[config.mk]
export PLATFORM = sky130hd
export DESIGN_NAME = cdr_top
export DESIGN_NICKNAME = d
export VERILOG_FILES = /design/src/rtl/cdr_pkg.sv /design/src/rtl/cdr_edge_det.sv /design/src/rtl/cdr_nco_loop.sv /design/src/rtl/cdr_lock_det.sv /design/src/rtl/cdr_top.sv
export SDC_FILE = /design/constraint.sdc
export NUM_CORES = 1
export LEC_CHECK = 0
export BUFFER_PORTS_ARGS = -buffer_cell sky130_fd_sc_hd__buf_2
export CORE_MARGIN = 3
export CORE_UTILIZATION = 43
export CTS_CLUSTER_SIZE = 12
export DETAILED_ROUTE_END_ITERATION = 8
export PLACE_DENSITY = 0.64
export SYNTH_ARGS = -nofsm -noshare
export SYNTH_HDL_FRONTEND = slang
export SYNTH_HIERARCHICAL = 1
export SYNTH_SLANG_ARGS = --single-unit
[constraint.sdc]
create_clock -name clk -period 6.4 [get_ports clk]
set_input_delay 0.96 -clock clk [delete_from_list [all_inputs] [get_ports clk]]
set_output_delay 0.96 -clock clk [all_outputs]
set_load 0.01 [all_outputs]
[src/rtl/cdr_pkg.sv]
package cdr_pkg;

    localparam int unsigned PHASE_W_DEF   = 32;
    localparam int unsigned SHIFT_W_DEF   = 6;
    localparam int unsigned SYNC_DEF      = 2;
    localparam int unsigned GOOD_RUN_DEF  = 16;
    localparam int unsigned BAD_RUN_DEF   = 4;

    // one transition event per system clock
    typedef struct packed {
        logic pulse;   // a transition was seen on the synchronized line
        logic level;   // current synchronized line level
    } edge_evt_t;

    typedef enum logic {
        LK_HUNT = 1'b0,
        LK_HELD = 1'b1
    } lock_state_e;

endpackage

[src/rtl/cdr_edge_det.sv]
module cdr_edge_det
    import cdr_pkg::*;
#(
    parameter int unsigned SYNC_STAGES = SYNC_DEF
) (
    input  logic      clk,
    input  logic      rst,
    input  logic      din,
    output edge_evt_t evt
);

    logic [SYNC_STAGES-1:0] sync_q;
    logic                   dly_q;

    generate
        if (SYNC_STAGES == 1) begin : g_single
            always_ff @(posedge clk) begin
                if (rst) sync_q <= '0;
                else     sync_q <= din;
            end
        end else begin : g_chain
            always_ff @(posedge clk) begin
                if (rst) sync_q <= '0;
                else     sync_q <= {sync_q[SYNC_STAGES-2:0], din};
            end
        end
    endgenerate

    always_ff @(posedge clk) begin
        if (rst) dly_q <= 1'b0;
        else     dly_q <= sync_q[SYNC_STAGES-1];
    end

    always_comb begin
        evt.level = sync_q[SYNC_STAGES-1];
        evt.pulse = sync_q[SYNC_STAGES-1] ^ dly_q;
    end

endmodule

[src/rtl/cdr_nco_loop.sv]
module cdr_nco_loop
    import cdr_pkg::*;
#(
    parameter int unsigned PHASE_W = PHASE_W_DEF,
    parameter int unsigned SHIFT_W = SHIFT_W_DEF
) (
    input  logic               clk,
    input  logic               rst,
    input  edge_evt_t          evt,
    input  logic [PHASE_W-1:0] freq_word,
    input  logic [SHIFT_W-1:0] kp_shift,
    input  logic [SHIFT_W-1:0] ki_shift,
    output logic [PHASE_W-1:0] phase_err,
    output logic [PHASE_W-1:0] freq_trim,
    output logic               rec_clk,
    output logic               sample_stb,
    output logic               sample_bit
);

    // quarter turn: edges should land here, a quarter bit before the MSB rises
    localparam logic [PHASE_W-1:0] QUARTER = {2'b01, {(PHASE_W-2){1'b0}}};

    function automatic logic [PHASE_W-1:0] gain_term(
        input logic [PHASE_W-1:0] err,
        input logic [SHIFT_W-1:0] sh
    );
        logic signed [PHASE_W-1:0] s_err;
        s_err = signed'(err);
        if (int'(sh) >= int'(PHASE_W)) return '0;
        return PHASE_W'(s_err >>> sh);
    endfunction

    logic [PHASE_W-1:0] acc_q, acc_d;
    logic [PHASE_W-1:0] trim_q, trim_d;
    logic [PHASE_W-1:0] step;
    logic [PHASE_W-1:0] p_corr, i_corr;
    logic               msb_rise;
    logic               stb_q, bit_q;

    always_comb begin
        phase_err = acc_q - QUARTER;
        step      = freq_word + trim_q;
        p_corr    = evt.pulse ? gain_term(phase_err, kp_shift) : '0;
        i_corr    = evt.pulse ? gain_term(phase_err, ki_shift) : '0;
        acc_d     = acc_q + step - p_corr;
        trim_d    = trim_q - i_corr;
        msb_rise  = ~acc_q[PHASE_W-1] & acc_d[PHASE_W-1];
    end

    always_ff @(posedge clk) begin
        if (rst) begin
            acc_q  <= '0;
            trim_q <= '0;
            stb_q  <= 1'b0;
            bit_q  <= 1'b0;
        end else begin
            acc_q  <= acc_d;
            trim_q <= trim_d;
            stb_q  <= msb_rise;
            if (msb_rise) bit_q <= evt.level;
        end
    end

    assign freq_trim  = trim_q;
    assign rec_clk    = acc_q[PHASE_W-1];
    assign sample_stb = stb_q;
    assign sample_bit = bit_q;

endmodule

[src/rtl/cdr_lock_det.sv]
module cdr_lock_det
    import cdr_pkg::*;
#(
    parameter int unsigned PHASE_W  = PHASE_W_DEF,
    parameter int unsigned GOOD_RUN = GOOD_RUN_DEF,
    parameter int unsigned BAD_RUN  = BAD_RUN_DEF
) (
    input  logic               clk,
    input  logic               rst,
    input  logic               pulse,
    input  logic [PHASE_W-1:0] phase_err,
    input  logic [PHASE_W-1:0] lock_thresh,
    output logic               locked
);

    localparam int unsigned GOOD_W = $clog2(GOOD_RUN + 1);
    localparam int unsigned BAD_W  = $clog2(BAD_RUN + 1);

    lock_state_e        state_q;
    logic [GOOD_W-1:0]  good_q;
    logic [BAD_W-1:0]   bad_q;
    logic [PHASE_W-1:0] mag;
    logic               near;

    always_comb begin
        mag  = phase_err[PHASE_W-1] ? (~phase_err + 1'b1) : phase_err;
        near = mag < lock_thresh;
    end

    always_ff @(posedge clk) begin
        if (rst) begin
            state_q <= LK_HUNT;
            good_q  <= '0;
            bad_q   <= '0;
        end else if (pulse) begin
            if (near) begin
                bad_q <= '0;
                if (state_q == LK_HUNT) begin
                    if (good_q == GOOD_W'(GOOD_RUN - 1)) begin
                        state_q <= LK_HELD;
                        good_q  <= '0;
                    end else begin
                        good_q <= good_q + 1'b1;
                    end
                end
            end else begin
                good_q <= '0;
                if (state_q == LK_HELD) begin
                    if (bad_q == BAD_W'(BAD_RUN - 1)) begin
                        state_q <= LK_HUNT;
                        bad_q   <= '0;
                    end else begin
                        bad_q <= bad_q + 1'b1;
                    end
                end
            end
        end
    end

    assign locked = (state_q == LK_HELD);

endmodule

[src/rtl/cdr_top.sv]
module cdr_top
    import cdr_pkg::*;
#(
    parameter int unsigned PHASE_W     = PHASE_W_DEF,
    parameter int unsigned SHIFT_W     = SHIFT_W_DEF,
    parameter int unsigned SYNC_STAGES = SYNC_DEF,
    parameter int unsigned GOOD_RUN    = GOOD_RUN_DEF,
    parameter int unsigned BAD_RUN     = BAD_RUN_DEF
) (
    input  logic               clk,
    input  logic               rst,
    input  logic               din,
    input  logic [PHASE_W-1:0] freq_word,
    input  logic [SHIFT_W-1:0] kp_shift,
    input  logic [SHIFT_W-1:0] ki_shift,
    input  logic [PHASE_W-1:0] lock_thresh,
    output logic               rec_clk,
    output logic               sample_stb,
    output logic               sample_bit,
    output logic               locked
);

    edge_evt_t          edge_evt;
    logic [PHASE_W-1:0] phase_err;
    logic [PHASE_W-1:0] freq_trim;

    cdr_edge_det #(.SYNC_STAGES(SYNC_STAGES)) u_edge (
        .clk (clk),
        .rst (rst),
        .din (din),
        .evt (edge_evt)
    );

    cdr_nco_loop #(.PHASE_W(PHASE_W), .SHIFT_W(SHIFT_W)) u_loop (
        .clk        (clk),
        .rst        (rst),
        .evt        (edge_evt),
        .freq_word  (freq_word),
        .kp_shift   (kp_shift),
        .ki_shift   (ki_shift),
        .phase_err  (phase_err),
        .freq_trim  (freq_trim),
        .rec_clk    (rec_clk),
        .sample_stb (sample_stb),
        .sample_bit (sample_bit)
    );

    cdr_lock_det #(.PHASE_W(PHASE_W), .GOOD_RUN(GOOD_RUN), .BAD_RUN(BAD_RUN)) u_lock (
        .clk         (clk),
        .rst         (rst),
        .pulse       (edge_evt.pulse),
        .phase_err   (phase_err),
        .lock_thresh (lock_thresh),
        .locked      (locked)
    );

endmodule

---- Yosys cells after proc, flatten, opt, wreduce, memory -nomap -nowiden ----
Cells that the tools add are included.
cells by class
  bitwise gates (word level) .............. 4
  mux-type cells .......................... 20
  order comparisons ....................... 3
  shift-type cells ........................ 2
  add/sub/neg operators ................... 8
  eq/ne operators ......................... 3
  reductions and logical operators ........ 3
operators by type and width
  kind                    number
  $mux 32                 7
  $add 32x32->32          2
  $sshr 32x6->32          2
  $sub 32x32->32          2
  $add 32x1->32 const B   1
  $lt 32x32->1            1
  $not 32->32             1
  $sub 32x31->32 const B  1
  $mux 5                  3
  $ge 6x6->1 const B      2
  $mux 3                  3
  $mux 1                  7
  $add 5x1->5 const B     1
  $eq 5x4->1 const B      1
  $reduce_and 2->1        2
  $add 3x1->3 const B     1
  $eq 3x2->1 const B      1
  $ne 2x2->1 const B      1
  $reduce_bool 2->1       1
  $and 1x1->1             1
  $not 1->1               1
  $xor 1x1->1             1
word-level totals
  input bits .............................. 79
  output and inout port bits .............. 4
  register bits after elaboration ......... 78
  word-level logic and storage cells ...... 52

---- Longest topological paths before layout ----
Gate-level depths: netlist of run 1.
  word-level depth ........................ 7
  mapped depth ............................ 24
  gate-level depth less buffers ........... 22

---- Cells and area by module ----
The synthesis of run 1 kept the hierarchy.
by module, submodules not included
  module        cells each  area an instance (µm²)  instances
  cdr_nco_loop  1,277       10,366.2                1
  cdr_lock_det  261         1,959.4                 1
  cdr_edge_det  8           95.1                    1

---- Worst setup path before layout of run 1 ----
No wires, ideal clock.
  kind .................................... input to register
  from .................................... input port kp_shift[1]
  to ...................................... register u_loop.acc_q[29]
  library setup time ...................... 0.123 ns
  stages on the path ...................... 24
  slack ................................... 0.683 ns
  arrival time ............................ 5.594 ns
  cell sequence ........................... buf_2 > buf_2 > buf_2 > mux2i_1 > nand2_1 > o21ai_0 > a21oi_1 > a21oi_1 > o21ai_0 > nand2_1 > fa_1 > inv_1 > fa_1 > inv_1 > ha_1 > fa_1 > a211oi_2 > or2_0 > o211ai_2 > a31o_2 > a31oi_4 > o22ai_2 > o41ai_2 > mux2_1
on the way
  word-level cells in the longest chain between the ends .. 5
ends and longest elaborated chain
  item                    line                source
  start: declaration      cdr_top.sv:14       input logic [SHIFT_W-1:0] kp_shift,
  $ge 6x6->1              cdr_nco_loop.sv:29  if (int'(sh) >= int'(PHASE_W)) return '0;
  $mux 1                  cdr_nco_loop.sv:29
  $mux 32 *               cdr_nco_loop.sv:30  return PHASE_W'(s_err >>> sh);
  $mux 32 *               cdr_nco_loop.sv:43  p_corr = evt.pulse ? gain_term(phase_err, kp_shift) : '0;
  $sub 32x32->32 *        cdr_nco_loop.sv:45  acc_d = acc_q + step - p_corr;
  end signal: assignment  cdr_nco_loop.sv:52  acc_q <= '0;
  end signal: assignment  cdr_nco_loop.sv:57  acc_q <= acc_d;
  end: declaration        cdr_nco_loop.sv:33  logic [PHASE_W-1:0] acc_q, acc_d;
Mark *: on every way between the ends. The rest lies on a longest branch, timed or not.
A chain may end at the register's enable or synchronous reset.

---- Final worst setup path of run 1 ----
  from .................................... input port kp_shift[0]
  to ...................................... register u_loop.acc_q[29]
Same word-level chain as after synthesis.

==> results of run 1 <==
metrics by stage:
stage | util (%) | instance area, um^2 | worst slack, ns | std cells | total power, mW
after floorplan | - | 12400 | 0.683 | 1546 | 6.20
after global placement | 46.5 | 13100 | 0.313 | 1938 | 7.55
after detailed placement | 46.5 | 13100 | 0.174 | 1938 | 7.64
after CTS | 47.6 | 13400 | 0.552 | 1954 | 8.25
after global routing | 47.6 | 13400 | 0.202 | 1954 | 9.18
final | 47.6 | 13400 | 0.408 | 1954 | 8.36
where the power goes:
group / switching (mW) / internal [mW] / total (mW)
registers: 0.349 / 0.685 / 1.03
logic: 3.80 / 2.94 / 6.74
clock network: 0.265 / 0.316 / 0.581
cell usage after synthesis (all sizes together), types with 19 or more instances:
cell type / number
mux2: 39
nand3: 19
o31ai: 19
nand2b: 21
o21ai: 116
xnor2: 57
inv: 192
mux4: 48
a21o: 50
nor2b: 26
nand2: 148
xor2: 23
fa: 63
buf: 64
clkbuf: 39
dfxtp: 78
nor2: 125
mux2i: 50
ha: 96
a21oi: 101
cells by family after synthesis:
family / count (synthesis) / synth area share, %
AOI/OAI and AO/OA: 380 / 19.8
xor gates and xnor gates: 80 / 5.64
adders and majority gates: 159 / 19.8
buffers and inverters: 298 / 10.2
DFF: 78 / 12.6
muxes: 137 / 16.3
and+or+nand+nor: 414 / 15.7
worst register-to-register path, delay by kind of cell (launching register included):
family | cells | cell delay, ns
buf+inv | 3 | 0.35
fa+ha+maj | 3 | 1.31
flops | 1 | 0.69
simple gates | 2 | 0.28
compound gates | 9 | 2.20
mux | 3 | 1.01
worst max-delay path by stage:
stage                  endpoint  slack, ns
6_report       u_loop/acc_q[29]       0.41
5_1_grt        u_loop/acc_q[21]       0.20
4_1_cts        u_loop/acc_q[29]       0.55
3_5_place_dp   u_loop/acc_q[29]       0.17
3_3_place_gp   u_loop/acc_q[29]       0.31
2_1_floorplan  u_loop/acc_q[29]       0.68
sequential cells by signal (all words and copies together), names as in the netlist:
signal	flops
u_loop/sample_stb	1
u_loop/acc_q	32
u_lock/bad_q	3
u_edge/dly_q	1
u_lock/locked	1
u_loop/sample_bit	1
u_edge/sync_q	2
u_loop/freq_trim	32
u_lock/good_q	5
final cells by class:
type / instances / area [um^2] / share of cell area [%]
Clock buffer: 10 / 239 / 1.79
Clock inverter: 6 / 68.8 / 0.515
Inverter: 195 / 732 / 5.47
Multi-Input combinational cell: 1170 / 9600 / 71.8
Sequential cell: 78 / 1560 / 11.7
Tap cell: 378 / 473 / 3.54
Timing Repair Buffer: 117 / 698 / 5.22
metal layers:
layer	up-vias	wire (um)	global-route usage (%)
li1	5380	-	-
met1	5388	17500	35.9
met2	465	17000	39.0
met3	72	2940	2.99
met4	2	1750	10.8
met5	-	20	0
==> flow_metrics.py, run 1 <==
metrics = {
    "critical_path": {
        "cp.arrival_ns": 6.25,
        "cp-startpoint": "kp_shift[0]",
        "reg2reg_to": "u_loop/acc_q[29]",
        "cpLargestDelayFamily": "compound AO/OA/AOI/OAI gates",
        "path_buf_inv": 4,
        "worstSetupStartpointType": "input pin",
        "end_kind": "flop",
        "crit_slowest_cell": "fa_1",
        "critical_path_depth": 21,
        "slowest_delay_ns": 0.49,
        "r2r_slack_ns": 0.45,
        "crit_type": "in -> reg",
        "crit_required_ns": 6.65,
        "r2r_cells": 20,
        "crit_chain": "buf_2, clkinv_1, mux4_2, a31oi_1, mux2i_1, o21ai_0, a21o_1, nand2_1, fa_1, inv_1, fa_1, inv_1, ha_1, and3_1, o21ai_1, o211ai_2, a31o_2, a31oi_4, o22ai_2, o41ai_2, mux2_1",
        "rr_startpoint": "u_loop/acc_q[28]",
        "path_max_fanout": 6,
    },
    "synth": {
        "syn-cell-area_um2": 12400,
        "synth_edf_count": 0,
        "synth_seq_area_share_pct": 12.6,
        "ys_ff_latch": 78,
        "synth_top_area_share_pct": 12.6,
        "synthFlopType": "dfxtp_1",
        "synthCells": 1546,
        "ys_warn_count": 6,
        "synth.area.top_cells": "dfxtp_1 13%, fa_1 10%, ha_1 9.7%",
        "synth_async_sr_flop_share_pct": 0,
        "yosysUniqueCellTypes": 84,
        "syn_nets": 1784,
        "postSynthAreaPerCell_um2": 8.03,
        "yosysTopAreaCell": "dfxtp_1",
    },
    "power": {
        "ir_drop_mv": 0.272,
        "power_leakage_nw": 6.16,
        "powerDensity_nw_per_um2": 625,
    },
    "clock_tree": {
        "clkLatencyLatePin_ns": 0.37,
        "numCtsBuffers": 9,
        "cts-resized-gates": 0,
        "root_buffer": "clkbuf_16",
        "clockBufferDepth": 2,
        "clock-sinks": 78,
        "htreeDepth": 3,
        "hold_buffers": 0,
        "path_clk_slew_ns": 0.07,
        "postCtsSetupRepairBufs": 0,
        "cts_tree": "yes",
    },
    "worst_hold_path": {
        "min_to": "u_edge/sync_q[1]",
        "hold_start": "u_edge/sync_q[0]",
        "worstHoldPathCells": 1,
        "min_path_type": "reg -> reg",
    },
    "detailed_routing": {
        "drc": 0,
        "vias": 11307,
        "drtAntennaViolNets": 0,
        "drt_iter0_drc": 1064,
        "avgViaCountPerCell": 5.79,
        "drt-total-wl_mm": 39.2,
        "wl_per_cell_um": 20.1,
        "dr.pass1.iters": 5,
    },
    "final_layout": {
        "final_nets": 1809,
        "final_cell_mix": "190 x inv_1, 148 x nand2_1, 124 x nor2_1",
        "syn_to_final_growth_pct": 7.64,
        "num-fill-cells": 2825,
        "final_common_cell": "inv_1",
        "n_antenna_cell": 0,
        "drive_gt1_share_pct": 15.8,
    },
    "sta": {
        "hold_viol": 0,
        "rsz0062_at_grt": "false",
        "finalCritPeriodShare_pct": 93.6,
        "final.min_clock_period_ns": 5.99,
        "worst_slew_pin_slew_ns": 0.859,
        "holdWs_ns": 0.452,
        "finalSetupViolCount": 0,
        "drv_slew": 0,
        "finalClockSkew_ns": 0.0109,
        "final.setup.tns_ns": 0,
        "fmax_ghz": 0.167,
        "slew_headroom_pct": 42.8,
    },
    "place": {
        "place_congestion": 0.962,
        "place_hpwl_mm": 31.4,
        "io_buffers": 82,
    },
    "die": {
        "rows": 61,
        "die_area_um2": 31000,
        "core-area_um2": 28100,
        "fp.dieW_um": 176,
        "initial_core_util_pct": 44.2,
        "die_y_um": 176,
        "ioPinCount": 83,
    },
    "grt": {
        "antenna_found_initial": 1,
        "grt_max_degree": 67,
        "grt_pass1_wl_mm": 61.1,
        "track_usage_pct": 25.3,
        "grt_pass1_vias": 10689,
        "globalRoute.totalOverflow": 0,
    },
    "flow_run": {
        "maxCapViolations": 0,
    },
    "status": {
        "status": "complete, no violations",
    },
}
Power figures use the tool's default switching activity.
==> inputs of run 2 (changes only) <==
ABC_AREA = 1   (was not set)
==> run 2 against run 1 <==
Against the previous run: first-iteration DRC count up 18%; maximum frequency up 9.1%; wire length up 22%; highest routed layer is now met4; synthesized cell count up 38%; hold slack worse by 0.042 ns; critical path type unchanged.
==> flow_metrics.py, run 2 <==
metrics = {
    "critical_path": {
        "worstSetupStartpointType": "input pin",
        "slowest_delay_ns": 0.64,
        "crit_slowest_cell": "buf_2",
        "crit_top_cell": "nand2_1",
        "crit_type": "in -> reg",
        "path_max_fanout": 56,
        "end_kind": "flop",
        "crit_required_ns": 6.70,
        "cp.arrival_ns": 5.79,
    },
    "place": {
        "io_buffers": 82,
        "place_congestion": 0.987,
        "pre_cts_ws_ns": 0.637,
        "place_hpwl_mm": 39.4,
        "place_inst": 2504,
    },
    "synth": {
        "yosysUniqueCellTypes": 52,
        "syn-cell-area_um2": 12900,
        "ys_ff_latch": 78,
        "synth_top_area_share_pct": 16.2,
        "yosys-top-cells-count": "554 x nand2_1, 338 x inv_1, 186 x o21ai_0",
        "synthCells": 2131,
        "synthFlopType": "dfxtp_1",
        "postSynthAreaPerCell_um2": 6.03,
        "synth_edf_count": 0,
        "synth.area.top_cells": "nand2_1 16%, dfxtp_1 12%, inv_1 9.9%",
        "syn_nets": 2369,
        "ys_warn_count": 6,
        "synth_most_common_cell": "nand2_1",
        "yosysTopAreaCell": "nand2_1",
        "synth_seq_area_share_pct": 12.2,
        "synth_async_sr_flop_share_pct": 0,
    },
    "clock_tree": {
        "clock-sinks": 78,
        "cts-resized-gates": 0,
        "numCtsBuffers": 9,
        "postCtsSetupRepairBufs": 0,
        "path_clk_slew_ns": 0.08,
        "clockBufferDepth": 2,
        "clkLatencyLatePin_ns": 0.36,
        "htreeDepth": 3,
        "hold_buffers": 0,
        "cts_tree": "yes",
        "root_buffer": "clkbuf_16",
    },
    "die": {
        "die_y_um": 179,
        "rows": 62,
        "initial_core_util_pct": 44.2,
        "fp.dieW_um": 179,
        "ioPinCount": 83,
        "core-area_um2": 29100,
        "die_area_um2": 32000,
    },
    "sta": {
        "hold_viol": 0,
        "finalCritPeriodShare_pct": 85.8,
        "drv_slew": 0,
        "final.min_clock_period_ns": 5.49,
        "finalSetupViolCount": 0,
        "fmax_ghz": 0.182,
        "slew_headroom_pct": 31.5,
        "finalClockSkew_ns": 0.0124,
        "worst_slew_pin_slew_ns": 1.02,
        "final.setup.tns_ns": 0,
        "worst_slack_ns": 0.910,
        "rsz0062_at_grt": "false",
    },
    "final_layout": {
        "final_cells": 2522,
        "drive_gt1_share_pct": 7.07,
        "final_common_cell": "nand2_1",
        "utilization_pct": 46.4,
        "final_nets": 2369,
        "final_cell_mix": "554 x nand2_1, 338 x inv_1, 186 x o21ai_0",
        "syn_to_final_growth_pct": 4.97,
    },
    "worst_hold_path": {
        "min_path_type": "reg -> reg",
    },
    "detailed_routing": {
        "wl_per_cell_um": 18.9,
        "drc": 0,
        "drt-total-wl_mm": 47.7,
        "vias": 13736,
        "avgViaCountPerCell": 5.45,
        "dr.pass1.iters": 5,
        "drt_iter0_drc": 1251,
        "drtAntennaViolNets": 0,
    },
    "power": {
        "ir_drop_mv": 0.253,
        "power.total_mw": 8.38,
        "power_leakage_nw": 6.89,
        "powerDensity_nw_per_um2": 621,
    },
    "grt": {
        "grt_pass1_wl_mm": 72.7,
        "antenna_found_initial": 0,
        "globalRoute.totalOverflow": 0,
        "grt_max_degree": 63,
        "grt_pass1_vias": 13224,
        "track_usage_pct": 29.9,
    },
    "flow_run": {
        "maxCapViolations": 0,
    },
    "status": {
        "status": "complete, no violations",
    },
}
[run 2: changes by cell type after synthesis, moves of 41 or more]
cell | previous run | this run
a21o_1 | 50 | 9
a21oi_1 | 101 | 169
inv_1 | 190 | 338
mux4_2 | 48 | 0
nand2_1 | 148 | 554
nand3_1 | 19 | 113
nor2_1 | 124 | 174
o21ai_0 | 108 | 186
xnor2_1 | 57 | 9
[run 2: cell type report]
cell class	count	area, um^2
multi-input cells	1603	9370
flip-flops and latches	78	1560
clock buffers	9	225
repair buffers	90	470
well taps	384	480
inverters	349	1310
fillers	3189	15600
clock inverters	7	63.8
diodes	2	5.00
[run 2: worst max-delay path, delay by kind of cell]
family	cells	cell delay [ns]
buf+inv	6	1.12
compound gates	4	0.85
fa+ha+maj	4	1.66
simple gates	12	1.00
mux	1	0.16
[run 2: power breakdown]
part / internal (mW) / leakage [nW] / switching (mW)
sequential: 0.687 / 0.648 / 0.384
clock: 0.273 / 0.136 / 0.262
combinational: 2.31 / 6.11 / 4.46
total: 3.27 / 6.89 / 5.11
[run 2: kinds of logic after synthesis]
kind of cell	Yosys count	synth area share [%]
simple gates	905	29.0
flops	78	12.2
buf+inv	450	14.9
xor+xnor	35	2.39
fa+ha+maj	159	19.2
compound gates	482	20.6
mux	22	1.74
[run 2: path summary, 6_finish.rpt]
kind,from,end,slack [ns],cells after the start
worst max-delay path,kp_shift[0],u_loop/acc_q[17],0.91,27
worst min register to register,u_edge/sync_q[0],u_edge/sync_q[1],0.41,2
worst min-delay path,u_edge/sync_q[0],u_edge/sync_q[1],0.41,2
worst max register to register,u_loop/acc_q[28],u_loop/acc_q[17],1.37,26
[run 2: per-stage QoR]
stage,hold slack [ns],area [um^2]
after floorplan,0.388,12900
after global placement,0.399,13200
after detailed placement,0.396,13200
after CTS,0.414,13500
after global routing,0.426,13500
final,0.411,13500
[run 2: per-layer routing]
metal | track usage (%) | part of all wire [%]
met3 | 3.09 | 6.6
met2 | 49.7 | 45
met1 | 38.0 | 42
met5 | 0 | 0
met4 | 16.2 | 6.4
==> inputs of run 3 (changes only) <==
PLACE_DENSITY = not set   (was 0.64)
PLACE_DENSITY_LB_ADDON = 0.12   (was not set)
TNS_END_PERCENT = 30   (was not set)
clock period = 5.97 ns   (was 6.4 ns; I/O delays follow)
==> run 3 against run 2 <==
Against the previous run: setup slack got worse by 0.24 ns; die area did not move; critical path type unchanged; power rose by 9.3%; largest power group unchanged; wire length rose by 4.0%; largest cell class unchanged.
==> flow_metrics.py, run 3 (same netlist as run 2, synthesis figures left out) <==
metrics = {
    "place": {
        "place_area_um2": 13300,
        "pre_cts_ws_ns": 0.434,
        "io_buffers": 82,
        "place_inst": 2517,
        "place_hpwl_mm": 41.2,
        "place_congestion": 1.00,
    },
    "power": {
        "ir_drop_mv": 0.285,
        "power.total_mw": 9.15,
        "powerDensity_nw_per_um2": 672,
        "power_leakage_nw": 6.97,
    },
    "detailed_routing": {
        "wl_met1_mm": 20.9,
        "dr.pass1.iters": 5,
        "vias": 13775,
        "drt-total-wl_mm": 49.6,
        "avgViaCountPerCell": 5.44,
        "drc": 0,
        "drt_iter0_drc": 1064,
        "wl_met2_mm": 23.2,
        "wl_met3_mm": 2.89,
        "drtAntennaViolNets": 0,
        "top_layer": "met5",
        "wl_per_cell_um": 19.6,
    },
    "critical_path": {
        "crit_chain": "buf_2, inv_2, o21ai_0, nand2_1, o21ai_1, o21ai_0, or2_1, nand3_1, nand3_1, fa_1, fa_1, ha_1, a21oi_1, nand2_1, nand3_1, nand2_1, nand2_1, nand2_1, a21oi_1, inv_1, nor2_1, nor2_1",
        "crit_top_cell": "nand2_1",
        "crit_type": "in -> reg",
        "worstSetupStartpointType": "input pin",
        "r2r_cells": 21,
        "endpoint": "u_loop/acc_q[18]",
        "rr_startpoint": "u_loop/acc_q[19]",
        "r2r_slack_ns": 1.12,
        "crit_required_ns": 6.23,
        "cp.arrival_ns": 5.56,
        "end_kind": "flop",
        "cp-startpoint": "kp_shift[0]",
        "crit_slowest_cell": "buf_2",
        "reg2reg_to": "u_loop/acc_q[18]",
        "path_max_fanout": 46,
        "slowest_delay_ns": 0.53,
    },
    "sta": {
        "worst_slack_ns": 0.672,
        "drv_slew": 0,
        "slew_headroom_pct": 30.8,
        "worst_slew_pin_slew_ns": 1.03,
        "finalCritPeriodShare_pct": 88.7,
        "fmax_ghz": 0.189,
        "rsz0062_at_grt": "false",
        "finalClockSkew_ns": 0.0186,
        "hold_viol": 0,
        "final.min_clock_period_ns": 5.30,
        "final.setup.tns_ns": 0,
        "finalSetupViolCount": 0,
        "holdWs_ns": 0.410,
    },
    "grt": {
        "globalRoute.totalOverflow": 0,
        "antenna_found_initial": 2,
        "grt_pass1_wl_mm": 75.1,
        "grt_pass1_vias": 13393,
        "track_usage_pct": 31.1,
        "grt_max_degree": 50,
    },
    "clock_tree": {
        "path_clk_slew_ns": 0.08,
        "hold_buffers": 0,
        "htreeDepth": 3,
        "clockBufferDepth": 2,
        "root_buffer": "clkbuf_16",
        "clock-sinks": 78,
        "postCtsSetupRepairBufs": 0,
        "cts_tree": "yes",
        "cts-resized-gates": 0,
        "numCtsBuffers": 9,
        "clkLatencyLatePin_ns": 0.37,
    },
    "status": {
        "status": "complete, no violations",
    },
    "final_layout": {
        "utilization_pct": 46.8,
        "final_common_cell": "nand2_1",
        "syn_to_final_growth_pct": 5.99,
        "final_nets": 2382,
        "n_antenna_cell": 0,
        "fin_area_um2": 13600,
        "drive_gt1_share_pct": 7.63,
        "final_cell_mix": "554 x nand2_1, 338 x inv_1, 186 x o21ai_0",
        "final_cells": 2533,
    },
    "worst_hold_path": {
        "hold_start": "u_edge/sync_q[0]",
        "min_path_type": "reg -> reg",
    },
    "die": {
        "die_y_um": 179,
        "ioPinCount": 83,
        "fp.dieW_um": 179,
        "rows": 62,
        "die_area_um2": 32000,
        "core-area_um2": 29100,
        "initial_core_util_pct": 44.2,
    },
    "flow_run": {
        "maxCapViolations": 0,
    },
}
run 3: changes by cell type in the layout (fill, tap and decap cells not counted):
cell       before  now
diode_2         2    0
clkinv_8        0    1
buf_4           8   20
clkinv_4        1    0
inv_8           2    1
bufinv_16       0    1
buf_12          0    1
run 3: layer usage:
layer	vias up	global-route usage [%]
li1	6837	-
met1	6292	38.3
met2	531	53.1
met3	111	3.94
met4	4	15.9
met5	-	0
run 3: worst max-delay path, delay by kind of cell:
family	cells	cell delay (ns)
AOI/OAI and AO/OA	5	1.00
and+or+nand+nor	11	1.51
adders and majority gates	3	1.31
buffers and inverters	3	0.81
run 3: how the worst min path moves through the flow:
stage                  endpoint  cells past startpoint
6_report       u_edge/sync_q[1]                      2
3_5_place_dp   u_edge/sync_q[1]                      2
3_3_place_gp   u_edge/sync_q[1]                      2
5_1_grt        u_edge/sync_q[1]                      2
2_1_floorplan  u_edge/sync_q[1]                      2
4_1_cts        u_edge/sync_q[1]                      2
run 3: power breakdown:
| group | internal (mW) | switching [mW] |
|---|---|---|
| logic | 2.48 | 4.91 |
| registers | 0.736 | 0.396 |
| clock network | 0.335 | 0.294 |
run 3: final cells by class:
type	count	area, um^2
clock buffer	9	225
clock inverter	7	90.1
fill	3212	15500
inverter	349	1310
multi-input combinational	1603	9370
sequential	78	1560
tap	384	480
timing repair buffer	103	581
